$ cat src/rtl/seg_xlat_pkg.sv
package seg_xlat_pkg;

  localparam int LEG_W  = 32;  // width of legacy linear addresses
  localparam int REAL_W = 16;  // offset bits used in real/v86 mode

  localparam logic [1:0] XM_REAL   = 2'd0;
  localparam logic [1:0] XM_V86    = 2'd1;
  localparam logic [1:0] XM_PROT   = 2'd2;
  localparam logic [1:0] XM_LONG64 = 2'd3;

  localparam logic [2:0] SR_FS = 3'd4;
  localparam logic [2:0] SR_GS = 3'd5;

  typedef enum logic [1:0] {
    XS_OK      = 2'd0,
    XS_BOUNDS  = 2'd1,
    XS_BADTYPE = 2'd2,
    XS_ABSENT  = 2'd3
  } xlat_status_e;

  // real / v86 sum: 16-bit offset onto a cached base or a paragraph number
  function automatic logic [LEG_W-1:0] legacy_sum(
    input logic [REAL_W-1:0] off16,
    input logic [LEG_W-1:0]  base32,
    input logic [15:0]       sel,
    input logic              hid_ok
  );
    logic [LEG_W-1:0] origin;
    origin = hid_ok ? base32 : {12'd0, sel, 4'd0};
    return origin + {16'd0, off16};
  endfunction

  // protected / compatibility sum, wrapping at 32 bits
  function automatic logic [LEG_W-1:0] compat_sum(
    input logic [LEG_W-1:0] base32,
    input logic [LEG_W-1:0] off32
  );
    return base32 + off32;
  endfunction

  // a segment register that carries a base in 64-bit mode
  function automatic logic keeps_base64(input logic [2:0] seg);
    return (seg == SR_FS) || (seg == SR_GS);
  endfunction

endpackage

$ cat src/rtl/seg_addr_gen.sv
module seg_addr_gen
  import seg_xlat_pkg::*;
#(
  parameter int ADDR_W = 64,
  parameter int SEL_W  = 16
) (
  input  logic [1:0]        mode,
  input  logic [2:0]        seg,
  input  logic [SEL_W-1:0]  sel,
  input  logic [ADDR_W-1:0] base,
  input  logic              hid_ok,
  input  logic [ADDR_W-1:0] offset,
  output logic              path_legacy,
  output logic              path_flat64,
  output logic [ADDR_W-1:0] flat_addr
);

  logic [LEG_W-1:0] leg_addr;
  logic [LEG_W-1:0] cmp_addr;
  logic [15:0]      sel16;

  assign sel16       = 16'(sel);
  assign path_legacy = (mode == XM_REAL) || (mode == XM_V86);
  assign path_flat64 = (mode == XM_LONG64);
  assign leg_addr    = legacy_sum(offset[REAL_W-1:0], base[LEG_W-1:0], sel16, hid_ok);
  assign cmp_addr    = compat_sum(base[LEG_W-1:0], offset[LEG_W-1:0]);

  always_comb begin
    if (path_legacy)
      flat_addr = ADDR_W'(leg_addr);
    else if (path_flat64)
      flat_addr = keeps_base64(seg) ? (base + offset) : offset;
    else
      flat_addr = ADDR_W'(cmp_addr);
  end

endmodule

$ cat src/rtl/seg_attr_check.sv
module seg_attr_check
  import seg_xlat_pkg::*;
#(
  parameter int LIMIT_W = 32
) (
  input  logic               path_legacy,
  input  logic               path_flat64,
  input  logic               present,
  input  logic               dtype,
  input  logic [3:0]         seg_type,
  input  logic               gran,
  input  logic [LIMIT_W-1:0] limit,
  input  logic [LIMIT_W-1:0] off_lo,
  output logic               lim_fail,
  output logic               is_expdown,
  output xlat_status_e       status
);

  localparam int SMALL_W = 16;

  logic beyond_limit;
  logic beyond_small;
  logic is_code;

  assign is_code      = seg_type[3];
  assign is_expdown   = !is_code && seg_type[2];
  assign beyond_limit = off_lo > limit;
  assign beyond_small = |off_lo[LIMIT_W-1:SMALL_W];

  always_comb begin
    if (is_expdown)
      lim_fail = !beyond_limit || (!gran && beyond_small);
    else
      lim_fail = beyond_limit;
  end

  always_comb begin
    if (path_legacy)      status = XS_OK;
    else if (!present)    status = XS_ABSENT;
    else if (!dtype)      status = XS_BADTYPE;
    else if (path_flat64) status = XS_OK;
    else if (lim_fail)    status = XS_BOUNDS;
    else                  status = XS_OK;
  end

endmodule

$ cat src/rtl/seg_rsp_stage.sv
module seg_rsp_stage
  import seg_xlat_pkg::*;
#(
  parameter int ADDR_W = 64
) (
  input  logic              clk,
  input  logic              rst_n,
  input  logic              load,
  input  logic [ADDR_W-1:0] addr_in,
  input  xlat_status_e      status_in,
  output logic              valid_q,
  output logic [ADDR_W-1:0] addr_q,
  output logic [1:0]        status_q
);

  always_ff @(posedge clk or negedge rst_n) begin
    if (!rst_n) begin
      valid_q  <= 1'b0;
      addr_q   <= '0;
      status_q <= XS_OK;
    end else begin
      valid_q <= load;
      if (load) begin
        addr_q   <= (status_in == XS_OK) ? addr_in : '0;
        status_q <= status_in;
      end
    end
  end

endmodule

$ cat src/rtl/seg_xlat_unit.sv
module seg_xlat_unit
  import seg_xlat_pkg::*;
#(
  parameter int ADDR_W  = 64,
  parameter int SEL_W   = 16,
  parameter int LIMIT_W = 32
) (
  input  logic               clk,
  input  logic               rst_n,
  input  logic               req_valid,
  input  logic [1:0]         req_mode,
  input  logic [2:0]         req_seg,
  input  logic [SEL_W-1:0]   seg_sel,
  input  logic [ADDR_W-1:0]  seg_base,
  input  logic [LIMIT_W-1:0] seg_limit,
  input  logic               seg_present,
  input  logic               seg_dtype,
  input  logic [3:0]         seg_type,
  input  logic               seg_gran,
  input  logic               seg_hid_ok,
  input  logic [ADDR_W-1:0]  req_offset,
  output logic               rsp_valid,
  output logic [ADDR_W-1:0]  rsp_addr,
  output logic [1:0]         rsp_status
);

  logic              path_legacy;
  logic              path_flat64;
  logic              lim_fail;
  logic              is_expdown;
  logic [ADDR_W-1:0] flat_addr;
  xlat_status_e      xlat_status;

  seg_addr_gen #(.ADDR_W(ADDR_W), .SEL_W(SEL_W)) u_addr (
    .mode        (req_mode),
    .seg         (req_seg),
    .sel         (seg_sel),
    .base        (seg_base),
    .hid_ok      (seg_hid_ok),
    .offset      (req_offset),
    .path_legacy (path_legacy),
    .path_flat64 (path_flat64),
    .flat_addr   (flat_addr)
  );

  seg_attr_check #(.LIMIT_W(LIMIT_W)) u_attr (
    .path_legacy (path_legacy),
    .path_flat64 (path_flat64),
    .present     (seg_present),
    .dtype       (seg_dtype),
    .seg_type    (seg_type),
    .gran        (seg_gran),
    .limit       (seg_limit),
    .off_lo      (req_offset[LIMIT_W-1:0]),
    .lim_fail    (lim_fail),
    .is_expdown  (is_expdown),
    .status      (xlat_status)
  );

  seg_rsp_stage #(.ADDR_W(ADDR_W)) u_rsp (
    .clk       (clk),
    .rst_n     (rst_n),
    .load      (req_valid),
    .addr_in   (flat_addr),
    .status_in (xlat_status),
    .valid_q   (rsp_valid),
    .addr_q    (rsp_addr),
    .status_q  (rsp_status)
  );

endmodule

$ cat config.mk
export PLATFORM = sky130hd
export DESIGN_NAME = seg_xlat_unit
export DESIGN_NICKNAME = d
export VERILOG_FILES = /design/src/rtl/seg_xlat_pkg.sv /design/src/rtl/seg_addr_gen.sv /design/src/rtl/seg_attr_check.sv /design/src/rtl/seg_rsp_stage.sv /design/src/rtl/seg_xlat_unit.sv
export SDC_FILE = /design/constraint.sdc
export NUM_CORES = 1
export LEC_CHECK = 0
export ABC_AREA = 1
export BUFFER_PORTS_ARGS = -buffer_cell sky130_fd_sc_hd__buf_4
export CAP_MARGIN = 10
export CORE_MARGIN = 4
export CORE_UTILIZATION = 45
export CTS_CLUSTER_DIAMETER = 50
export DETAILED_ROUTE_END_ITERATION = 8
export GPL_TIMING_DRIVEN = 0
export PLACE_DENSITY = 0.68
export SLEW_MARGIN = 20
export SYNTH_ARGS = -nofsm -noshare
export SYNTH_HDL_FRONTEND = slang
export SYNTH_SLANG_ARGS = --single-unit
$ cat constraint.sdc
create_clock -name clk -period 0.95 [get_ports clk]
set_clock_uncertainty 0.05 [all_clocks]
set_input_delay 0.2375 -clock clk [delete_from_list [all_inputs] [get_ports clk]]
set_output_delay 0.2375 -clock clk [all_outputs]
set_load 0.02 [all_outputs]
==> impl_results.md, run 1 <==
- Switching Fraction: 0.468
- Cells on worst reg2reg path: 4
- Yosys top cell area share: 0.295
- Die height: 171 microns
- Final nets: 2929
- Crit. Startpoint: req_offset[21]
- Largest net degree at the start of global routing: 68
- P_leak: 10.4 nW
- FP Rows: 59
- Fin cells: 2964
- FF-to-FF setup slack: -0.06 ns
- Htree depth: 3
- CTS root buf: clkbuf_16
- Max cap viols: 0
- Synth warn: 0
- Clk pin slew, worst setup/hold paths: 0.06 ns
- Clk buf depth: 2
- Die width: 171 microns
- Area leader, netlist: nand2_1
- Ant. Diodes: 0
- GR Overflow Total: 0
- Crit end category: flop
- Via count: 17200
- Reg power frac: 0.174
- Worst hold margin: -0.0710 ns
- Critical Path RT: 1.17 ns
- Post-synth EDFFs: 0
- Crit path kind: in -> reg
- VDD IR max: 0.000823 V
- Critical path peak fanout: 5
- DP HPWL: 49100 microns
- All-layer global routing usage: 0.399
- Final Critical Period: 2.56 ns
- Core ar.: 0.0261 sq mm
- Failing checks: hold timing, setup timing
- CP cell instances: buf_8 -> buf_4 -> inv_1 -> nand3_1 -> nor2_1 -> nand3_1 -> a21oi_1 -> nand3_2 -> nand3_2 -> nand2_2 -> nand2_4 -> buf_6 -> buf_6 -> nand4_1 -> nand2_1
- Tcrit/Tclk final: 2.69
- First-pass GRT wire length: 89600 microns
- Clock power frac: 0.187
- RR Endpoint: u_rsp.status_q[0]$_DFFE_PN0P_
- Cells after DPL: 2815
- DIE AREA: 0.0293 sq mm
- Dpl ws: -2.05 ns
- Worst slew pin tran: 0.972 ns
- Register bit total from synthesis: 67
- Syn Inst Count: 2227
- Ys async rst share: 1.00
- Per-cell routed wire length: 22.0 microns
- Drt drc: 0
- CP Launch Type: input pin
- I/O Buffers: 253
- Starting density of the core: 0.458
- Vias in the first global route: 15800
- Fin. Hold Viols: 50
- CTS tree: yes
- Number of top-level pins: 259
- DR iter-0 viols: 2280
- Top post-synthesis cells by area: nand2_1, dfrtp_1, ha_1, inv_1, nor2_1
- Max Slew Vio Count: 0
- Distinct cells, synth: 47
- Mapped Area: 0.0120 sq mm
- Core Util, Final: 0.746
- Design internal power: 10.1 mW
- TritonCTS Sinks: 67
- Fillers: 1983
- CP Capture Point: u_rsp.addr_q[54]$_DFFE_PN0P_
- Number of CTS-inserted buffers: 9
- Fmax: 391 MHz
- Avg Inst Size Synth: 5.38 sq um
- Reg2reg start: u_rsp.status_q[0]$_DFFE_PN0P_
- Syn nets: 2532
- Final Setup Violations: 133
- PD cells: 975 mW/mm^2
- Vias per inst: 5.80
- Antenna Nets Post-Route: 0
- Slowest CP cell: a21oi_1
- Worst Setup Slack, final: -1.61 ns
- Worst skew pair latency: 0.34 ns
- Area grow syn2layout: 62.9%
- Psw: 8.90 mW
- Initial antenna violation count: 1
- Routability Congestion: 1.08
- RSZ-0062 raised after global routing: yes
- DRT Wirelength: 65200 microns
- Layout cells sized above 1: 0.399
- Critical path's largest stage delay: 0.59 ns
- Status: finished, violations left
- Normalized max-slew margin: 0.352
- Seq/Total Area, Yosys: 0.140
- Arr. time, crit path: 2.78 ns
- Iteration count of the initial detailed-routing pass: 6
- Logic pwr share: 0.639
- HP Class: in -> async
- Top_reg_cell synth: dfrtp_1
-- worst min path at each step --
stage,start,endpoint,slack [ns],cells after the start
after global routing,rst_n,u_rsp.addr_q[4]$_DFFE_PN0P_,0.02,1
after CTS,rst_n,u_rsp.addr_q[3]$_DFFE_PN0P_,-0.03,1
after detailed placement,rst_n,u_rsp.addr_q[3]$_DFFE_PN0P_,0.33,1
final,rst_n,u_rsp.addr_q[3]$_DFFE_PN0P_,-0.07,1
after global placement,rst_n,u_rsp.valid_q$_DFF_PN0_,0.31,1
after floorplan,rst_n,u_rsp.addr_q[0]$_DFFE_PN0P_,-0.11,0
-- Yosys cell counts, types with 19 or more instances --
cell,n
nand4_1,44
ha_1,111
o21ai_1,34
nor3_1,19
nor2_1,170
dfrtp_1,67
nand2_2,19
a21oi_1,110
xnor2_1,23
clkbuf_1,24
o21ai_0,48
inv_1,353
nand2_1,942
nand3_1,112
-- stage by stage --
step	TNS [ns]	total power, mW	instance area [sq um]	hold slack, ns
2_1_floorplan	-67.66	8.54	13000	-0.108
3_3_place_gp	-111.62	11.8	15300	0.311
3_5_place_dp	-115.68	11.9	15300	0.327
4_1_cts	-84.57	17.3	18200	-0.0315
5_1_grt	-106.23	19.8	19500	0.0193
6_report	-111.23	19.0	19500	-0.0710
-- flip-flops by register name, indices dropped and copies added (netlist names) --
register,count
u_rsp.status_q,2
u_rsp.addr_q,64
u_rsp.valid_q,1
-- area by class of cell --
type / instances / area (sq um) / share of cell area
Timing Repair Buffer: 386 / 3400 / 0.174
Inverter: 371 / 1430 / 0.0732
Clock buffer: 9 / 225 / 0.0115
Sequential cell: 67 / 1680 / 0.0860
Buffer: 42 / 327 / 0.0167
Tap cell: 335 / 419 / 0.0215
Multi-Input combinational cell: 1747 / 11900 / 0.612
Clock inverter: 7 / 82.6 / 0.00423
-- worst max-delay path: cells and delay by family --
family	cells	cell delay (ns)
compound gates	1	0.59
simple gates	9	1.33
buf+inv	5	0.61
-- cells by family after synthesis --
kind of cell    after synthesis  synth area share
flops                        67             0.140
xor+xnor                     34            0.0249
simple gates               1370             0.477
fa+ha+maj                   113             0.119
buf+inv                     413             0.134
compound gates              230             0.104
-- placed cells by master, fill, tap and decap left out, types with 9 or more instances in the layout --
master	synthesis	layout
nand2_1	942	732
inv_1	353	316
buf_4	0	275
nand2_2	19	155
buf_6	3	104
nor2_1	170	100
nand3_1	112	75
ha_4	0	75
nand2_4	2	67
dfrtp_1	67	67
a21oi_1	110	57
nand4_1	44	44
inv_2	15	43
nor2_2	5	42
a21oi_2	0	38
nor2_4	3	36
o21ai_2	2	36
nand3_2	2	34
o21ai_1	34	30
clkbuf_1	24	21
ha_1	111	21
xnor2_1	23	18
o21ai_0	48	17
nand3b_1	16	16
a21oi_4	0	15
ha_2	0	15
xor2_1	11	11
clkbuf_16	0	10
nor3_2	6	10
o211ai_1	10	10
nand2_8	0	9
-- per-layer routing --
metal	global-route usage	wire, microns	share of wire	vias to the layer above
met5	0	13	0.00020	-
met1	0.540	25800	0.39	7996
met2	0.623	28000	0.43	1123
li1	-	-	-	7774
met4	0.184	4230	0.065	2
met3	0.0661	7190	0.11	289
-- power by group through the flow --
stage          combinational, mW  clock, mW  sequential (mW)
2_1_floorplan               4.98          0             3.56
3_3_place_gp                8.49          0             3.27
3_5_place_dp                8.61          0             3.29
4_1_cts                     10.5       3.52             3.28
5_1_grt                     12.8       3.69             3.32
6_report                    12.2       3.56             3.30
-- timing repair --
item / 4_1_cts / 5_1_grt
gates resized for setup: 484 / 231
buffers inserted: 82 / 49
pin swaps: 158 / 155
setup endpoints to repair: 132 / 133
endpoints found under the hold margin: 39 / 0
cloned: 4 / 0
(Power assumes the default switching activity.)
==> run 2, diff against run 1 <==
Settings changed: CORE_UTILIZATION 45 to 60, PLACE_DENSITY 0.68 to 0.87.
==> run 2 against run 1 <==
Compared with the run above:
- the run now fails in global routing (5_1_grt)
- area after synthesis unchanged
- synthesized cell count unchanged
==> impl_results.md, run 2 <==
- Status: did not finish
- Top post-synthesis cells by area: nand2_1, dfrtp_1, ha_1, inv_1, nor2_1
- Top-count cell post-synth: nand2_1
- Die height: 149 microns (-13%)
- DP HPWL: 42000 microns (-14%)
- Seq/Total Area, Yosys: 0.140 (unchanged)
- Syn Inst Count: 2227 (unchanged)
- Area leader, netlist: nand2_1
- First Err: [ERROR DPL-0038] Utilization greater than 100%, impossible to legalize
- Synth warn: 0 (unchanged)
- Routability Congestion: 1.14 (+5.5%)
- Number of top-level pins: 259 (unchanged)
- Register bit total from synthesis: 67 (unchanged)
- Post-DP Area: 0.0152 sq mm (-0.57%)
- I/O Buffers: 253 (unchanged)
- Yosys top cell area share: 0.295 (unchanged)
- Largest net degree at the start of global routing: 68
- CTS root buf: clkbuf_16
- Most frequent cells after synthesis: nand2_1, inv_1, nor2_1, nand3_1, ha_1
- Dpl ws: -1.94 ns (+0.113 ns)
- TritonCTS Sinks: 67 (unchanged)
- Ys async rst share: 1.00 (unchanged)
- Die width: 149 microns (-13%)
- Number of CTS-inserted buffers: 9 (unchanged)
- Worst_ep grt: u_rsp.addr_q[24]$_DFFE_PN0P_/D
- Starting density of the core: 0.613 (+0.155)
- Post-synth EDFFs: 0 (unchanged)
- Worst-path end type: register data pin
- Distinct cells, synth: 47 (unchanged)
- FP Rows: 51 (-14%)
- Mapped Area: 0.0120 sq mm (unchanged)
- Failed at: global routing (5_1_grt)
- Syn nets: 2532 (unchanged)
- Clk buf depth: 2 (unchanged)
- Htree depth: 3 (unchanged)
- Avg Inst Size Synth: 5.38 sq um (unchanged)
- Top_reg_cell synth: dfrtp_1
[run 2: cell counts after synthesis]
Identical to the previous run, type by type.
[run 2: what timing repair did]
action | 4_1_cts
endpoints found under the setup margin | 132
gates resized for setup | 409
endpoints found under the hold margin | 67
setup buffers | 88
pin swaps | 139
gates cloned | 3
[run 2: through the flow]
stage / TNS [ns] / hold slack, ns / utilization / cells
floorplan: -67.66 / -0.108 / - / 2227
global placement: -99.76 / 0.306 / 0.780 / 2745
detailed placement: -103.40 / 0.313 / 0.780 / 2745
CTS: -81.63 / -0.0358 / 0.918 / 2852
[run 2: kinds of logic after synthesis]
| kind of cell | Yosys count | synth area share |
|---|---|---|
| AOI/OAI and AO/OA | 230 | 0.104 |
| xor gates and xnor gates | 34 | 0.0249 |
| adders and majority gates | 113 | 0.119 |
| buffers and inverters | 413 | 0.134 |
| DFF | 67 | 0.140 |
| and+or+nand+nor | 1370 | 0.477 |
==> run 3, diff against run 2 <==
Settings changed: CORE_UTILIZATION 60 to 40, CTS_CLUSTER_DIAMETER 50 to default, PLACE_DENSITY 0.87 to default, PLACE_DENSITY_LB_ADDON from default to 0.15.
==> run 3 against run 2 <==
Compared with the run above:
- the flow now finishes, with violations (hold timing, setup timing)
==> impl_results.md, run 3 (same netlist as run 1, synthesis figures left out) <==
- Cells on worst reg2reg path: 4
- Max cap viols: 0
- Critical Path RT: 1.19 ns
- Number of top-level pins: 259 (unchanged)
- TritonCTS Sinks: 67 (unchanged)
- DIE AREA: 0.0328 sq mm
- Most common cell after layout, fill and taps aside: nand2_1
- Htree depth: 3 (unchanged)
- Routability Congestion: 1.05 (-8.3%)
- Final nets: 2927
- Arr. time, crit path: 2.58 ns
- Max Slew Vio Count: 0
- RR Endpoint: u_rsp.addr_q[35]$_DFFE_PN0P_
- DRT Wirelength: 61600 microns
- Die height: 181 microns (+21%)
- Core Util, Final: 0.668
- DR iter-0 viols: 1586
- I/O Buffers: 253 (unchanged)
- Ant. Diodes: 0
- Layout cells sized above 1: 0.405
- Per-cell routed wire length: 20.4 microns
- Clk buf depth: 2 (unchanged)
- Slowest CP cell: ha_4
- Final Critical Period: 2.35 ns
- Starting density of the core: 0.405 (-0.208)
- PD cells: 964 mW/mm^2
- Fin. Hold Viols: 57
- CTS tree: yes
- CTS root buf: clkbuf_16
- Crit path kind: in -> reg
- Biggest register: u_rsp.addr_q
- Worst hold margin: -0.0640 ns
- First-pass GRT wire length: 88700 microns
- Via count: 16200
- WP depth: 18
- Largest net degree at the start of global routing: 68
- Crit end category: flop
- Drt drc: 0
- Max reg flops: 64
- Clk pin slew, worst setup/hold paths: 0.06 ns
- All-layer global routing usage: 0.350
- Core ar.: 0.0296 sq mm
- HP Class: in -> async
- Critical path peak fanout: 6
- Normalized max-slew margin: 0.392
- Final Setup Violations: 132
- Worst Path Buf+Inv: 4
- Initial antenna violation count: 1
- Non-Filler Cell Area, Final: 0.0197 sq mm
- DP HPWL: 50000 microns (+19%)
- Worst Setup Slack, final: -1.40 ns
- Status: finished, violations left
- Die width: 181 microns (+21%)
- Iteration count of the initial detailed-routing pass: 5
- Fmax: 426 MHz
- Critical path's top delay family: simple AND/OR/NAND/NOR gates
- Most frequent cells in the layout: nand2_1, inv_1, buf_4, nand2_2, buf_6
- GR Overflow Total: 0
- Worst skew pair latency: 0.35 ns
- CP Launch Type: input pin
- Vias per inst: 5.38
- Post-DP Area: 0.0154 sq mm (+1.0%)
- FP Rows: 63 (+24%)
- Worst slew pin tran: 0.913 ns
- Area grow syn2layout: 65.0%
- CP cell instances: buf_12 -> buf_12 -> clkbuf_16 -> buf_6 -> nand2_1 -> nand2_2 -> ha_4 -> a21oi_4 -> o21a_1 -> o21ai_4 -> nand3_2 -> nand2_4 -> nand2_8 -> nand2_2 -> a21oi_1 -> a21oi_2 -> nand3_1 -> nand2_1
- Failing checks: hold timing, setup timing
- VDD IR max: 0.000982 V
- Antenna Nets Post-Route: 0
- Top flop regs: u_rsp.addr_q (64), u_rsp.status_q (2), u_rsp.valid_q (1)
- P_leak: 10.3 nW
- Reg2reg start: u_rsp.addr_q[35]$_DFFE_PN0P_
- Tcrit/Tclk final: 2.47
- Vias in the first global route: 15300
- RSZ-0062 raised after global routing: yes
- Number of CTS-inserted buffers: 9 (unchanged)
- Critical path's largest stage delay: 0.35 ns
- FF-to-FF setup slack: -0.01 ns
run 3: metal layers:
metal | part of all wire | vias to the layer above | global-route usage
li1 | - | 7768 | -
met2 | 0.44 | 697 | 0.550
met1 | 0.44 | 7660 | 0.499
met3 | 0.088 | 98 | 0.0497
met5 | 0.00021 | - | 0
met4 | 0.034 | 2 | 0.103
run 3: final cells by class:
cell class              count  area, sq um
well taps                 390          488
multi-input cells        1747        12100
plain buffers              40          293
inverters                 371         1430
clock buffers               9          225
clock inverters             7         98.8
repair buffers            386         3420
flip-flops and latches     67         1680
fillers                  2671         9810
run 3: worst max path at each step:
stage | endpoint | slack (ns) | startpoint
after floorplan | u_rsp.addr_q[20]$_DFFE_PN0P_ | -1.46 | seg_hid_ok
after global placement | u_rsp.addr_q[16]$_DFFE_PN0P_ | -2.08 | seg_hid_ok
after detailed placement | u_rsp.addr_q[16]$_DFFE_PN0P_ | -2.07 | seg_hid_ok
after CTS | u_rsp.addr_q[18]$_DFFE_PN0P_ | -1.36 | seg_hid_ok
after global routing | u_rsp.addr_q[20]$_DFFE_PN0P_ | -1.41 | seg_hid_ok
final | u_rsp.addr_q[20]$_DFFE_PN0P_ | -1.40 | seg_hid_ok
run 3: report_power, final:
group	internal [mW]	switching [mW]
Combinational	5.00	7.00
Sequential	3.09	0.196
Clock	2.32	1.42
Total	10.4	8.62
run 3: metrics by stage:
| stage | total power, mW | instances | hold WS [ns] | TNS [ns] | setup slack [ns] |
|---|---|---|---|---|---|
| 2_1_floorplan | 8.54 | 2227 | -0.108 | -67.66 | -1.46 |
| 3_3_place_gp | 11.9 | 2870 | 0.319 | -115.84 | -2.08 |
| 3_5_place_dp | 12.0 | 2870 | 0.330 | -119.62 | -2.07 |
| 4_1_cts | 17.6 | 2968 | -0.0354 | -84.51 | -1.36 |
| 5_1_grt | 19.9 | 3017 | 0.0176 | -93.73 | -1.41 |
| 6_report | 19.0 | 3017 | -0.0640 | -87.51 | -1.40 |
run 3: repair_timing:
action,CTS,global route
endpoints found under the hold margin,42,0
pin swaps,130,154
cloned,3,2
setup endpoints to repair,132,133
setup buffers,79,49
resized for setup,486,260
run 3: worst register-to-register path, cell delays in order (launching register included):
cell and delay (ns):
dfrtp_1 0.40, buf_4 0.15, buf_4 0.12, nand2_1 0.07, o21ai_2 0.06
==> run 4, diff against run 3 <==
Clock period 0.95 ns to 2.77 ns, I/O delays scaled along.
==> run 4 against run 3 <==
Compared with the run above:
- the run now ends clean
- combinational power down 74%
- sequential power down 66%
- routed wire length down 6.4%
- cell count down 3.8%
- flip-flop and latch count unchanged
- non-clock buffer count down 115
- die area unchanged
- first-iteration DRC count down 11%
- sequential share of layout area up 2.3 points
- largest cell class unchanged
- highest routed layer unchanged
==> impl_results.md, run 4 (same netlist as run 1, synthesis figures left out) <==
- Status: finished clean
- Biggest register: u_rsp.addr_q
- Final Setup Violations: 0 (-100%)
- Via count: 15300 (-5.7%)
- CTS root buf: clkbuf_16
- Critical path peak fanout: 9 (+3)
- TritonCTS Sinks: 67 (unchanged)
- Cells on worst reg2reg path: 2 (-2)
- Max reg flops: 64 (unchanged)
- Final Critical Period: 2.74 ns
- Number of CTS-inserted buffers: 9 (unchanged)
- Post-CTS Hold Buffers: 0
- GR Overflow Total: 0 (unchanged)
- Setup_tns: 0 ns (+87.51 ns)
- Switching Fraction: 0.468 (+0.0154)
- Iteration count of the initial detailed-routing pass: 8 (+3)
- Core ar.: 0.0296 sq mm (unchanged)
- DRT Wirelength: 57700 microns (-6.4%)
- Worst path most repeated cell: nand2_2
- RSZ-0062 raised after global routing: yes
- Logic pwr share: 0.584 (-0.047)
- First-pass GRT wire length: 85000 microns (-4.2%)
- Area grow syn2layout: 29.9%
- Worst skew pair latency: 0.33 ns (-0.02 ns)
- RR Endpoint: u_rsp.status_q[0]$_DFFE_PN0P_
- Max cap viols: 0 (unchanged)
- Drt drc: 0 (unchanged)
- All-layer global routing usage: 0.336 (-0.0131)
- Clk pin slew, worst setup/hold paths: 0.06 ns (about the same)
- Reg power frac: 0.211 (+0.038)
- Final nets: 2812 (-3.9%)
- CTS tree: yes
- PD cells: 338 mW/mm^2 (-65%)
- Tcrit/Tclk final: 0.988
- DIE AREA: 0.0328 sq mm (unchanged)
- VDD IR max: 0.000266 V (-73%)
- Fmax: 366 MHz
- Critical path's top delay family: simple AND/OR/NAND/NOR gates
- Worst slew pin tran: 0.847 ns (-0.0654 ns)
- Reg2reg start: u_rsp.status_q[0]$_DFFE_PN0P_
- Antenna Nets Post-Route: 0 (unchanged)
- Vias per inst: 5.27 (-1.9%)
- Critical Path RT: 2.99 ns (+1.80 ns)
- Top flop regs: u_rsp.addr_q (64), u_rsp.status_q (2), u_rsp.valid_q (1)
- Die height: 181 microns (unchanged)
- I/O Buffers: 253 (unchanged)
- WP depth: 20 (+2)
- Clock power frac: 0.205 (+0.009)
- Starting density of the core: 0.405 (unchanged)
- Most common cell after layout, fill and taps aside: nand2_1
- DP HPWL: 49800 microns (-0.53%)
- Fillers: 3198 (+20%)
- Fin. Hold Viols: 0 (-100%)
- FF-to-FF setup slack: 2.04 ns (+2.05 ns)
- Cells after DPL: 2870 (unchanged)
- Routability Congestion: 1.02 (-2.1%)
- Largest net degree at the start of global routing: 68 (unchanged)
- Htree depth: 3 (unchanged)
- FP Rows: 63 (unchanged)
- Number of top-level pins: 259 (unchanged)
- Fin cells: 2902 (-3.8%)
- Initial antenna violation count: 4 (+3)
- Most frequent cells in the layout: nand2_1, inv_1, buf_4, nor2_1, nand3_1
- Psw: 2.46 mW (-71%)
- Per-cell routed wire length: 19.9 microns (-2.7%)
- Crit end category: flop
- HP Class: in -> async
- Layout cells sized above 1: 0.202 (-0.202)
- Design Power: 5.26 mW (-72%)
- Vias in the first global route: 14300 (-6.4%)
- Worst Path Buf+Inv: 4 (unchanged)
- Arr. time, crit path: 2.96 ns (+0.38 ns)
- Critical path's largest stage delay: 0.37 ns (+0.02 ns)
- CP cell instances: buf_12 -> buf_16 -> buf_8 -> nand2_2 -> inv_2 -> ha_4 -> fa_2 -> nand2_2 -> nand2_2 -> o21ai_4 -> o21ai_2 -> nand3_1 -> nand2_2 -> nand2_2 -> nand2_2 -> nand2_1 -> nand3_1 -> nand3_1 -> nand4_1 -> nand2_1
- Ant. Diodes: 0 (unchanged)
- P_leak: 9.01 nW (-13%)
- Design internal power: 2.79 mW (-73%)
- Crit path kind: in -> reg
- Normalized max-slew margin: 0.435 (+0.0436)
- Clk buf depth: 2 (unchanged)
- Slowest CP cell: fa_2
- CP Launch Type: input pin
- Max Slew Vio Count: 0 (unchanged)
- Die width: 181 microns (unchanged)
- DR iter-0 viols: 1412 (-11%)
-- run 4: changes by cell type in the layout (fill, tap and decap cells not counted), sizes merged --
cell / change
bufinv: -2
inv: -1
buf: -113
clkbuf: -1
clkinv: +2
-- run 4: final cells by class --
class | instances | area [sq um] | area share
tap | 390 | 488 | 0.0314
timing repair buffer | 271 | 2050 | 0.132
clock inverter | 6 | 40.0 | 0.00257
buffer | 40 | 245 | 0.0158
inverter | 371 | 1400 | 0.0898
sequential | 67 | 1680 | 0.108
multi-input combinational | 1747 | 9420 | 0.605
clock buffer | 10 | 239 | 0.0154
-- run 4: layer usage --
metal | wire length (microns) | GRT usage | up-vias
met3 | 4610 | 0.0417 | 87
met1 | 26600 | 0.493 | 7075
met2 | 24800 | 0.524 | 616
li1 | - | - | 7520
met5 | 46 | 0 | -
met4 | 1650 | 0.0877 | 6
-- run 4: how the worst max path moves through the flow --
| stage | from | end | slack (ns) |
|---|---|---|---|
| 5_1_grt | seg_hid_ok | u_rsp.addr_q[19]$_DFFE_PN0P_ | -0.05 |
| 6_report | seg_hid_ok | u_rsp.addr_q[22]$_DFFE_PN0P_ | 0.03 |
| 3_5_place_dp | seg_hid_ok | u_rsp.addr_q[14]$_DFFE_PN0P_ | -0.88 |
| 4_1_cts | seg_base[0] | u_rsp.addr_q[14]$_DFFE_PN0P_ | 0.002 |
| 2_1_floorplan | seg_hid_ok | u_rsp.addr_q[20]$_DFFE_PN0P_ | -0.1 |
| 3_3_place_gp | seg_hid_ok | u_rsp.addr_q[14]$_DFFE_PN0P_ | -0.93 |
-- run 4: timing repair --
action / in CTS / in global routing
pin swaps: 11 / 38
setup buffers: 5 / 12
gates resized for setup: 51 / 130
gates cloned: 0 / 1
setup endpoints to repair: 36 / 56
-- run 4: per-stage QoR --
stage | setup WS (ns) | area [sq um] | hold slack (ns) | utilization
4_1_cts | 0.00170 | 14900 | 0.425 | 0.505
6_report | 0.0342 | 15600 | 0.375 | 0.526
2_1_floorplan | -0.0964 | 12100 | 0.347 | -
3_5_place_dp | -0.884 | 14500 | 0.411 | 0.489
5_1_grt | -0.0535 | 15600 | 0.448 | 0.526
3_3_place_gp | -0.932 | 14500 | 0.412 | 0.489
-- run 4: power groups by stage --
stage,combinational (mW),clock [mW],sequential [mW]
floorplan,1.54,0,1.22
global placement,2.75,0,1.12
detailed placement,2.76,0,1.12
CTS,2.83,1.09,1.11
global route,3.34,1.14,1.12
finish,3.07,1.07,1.11
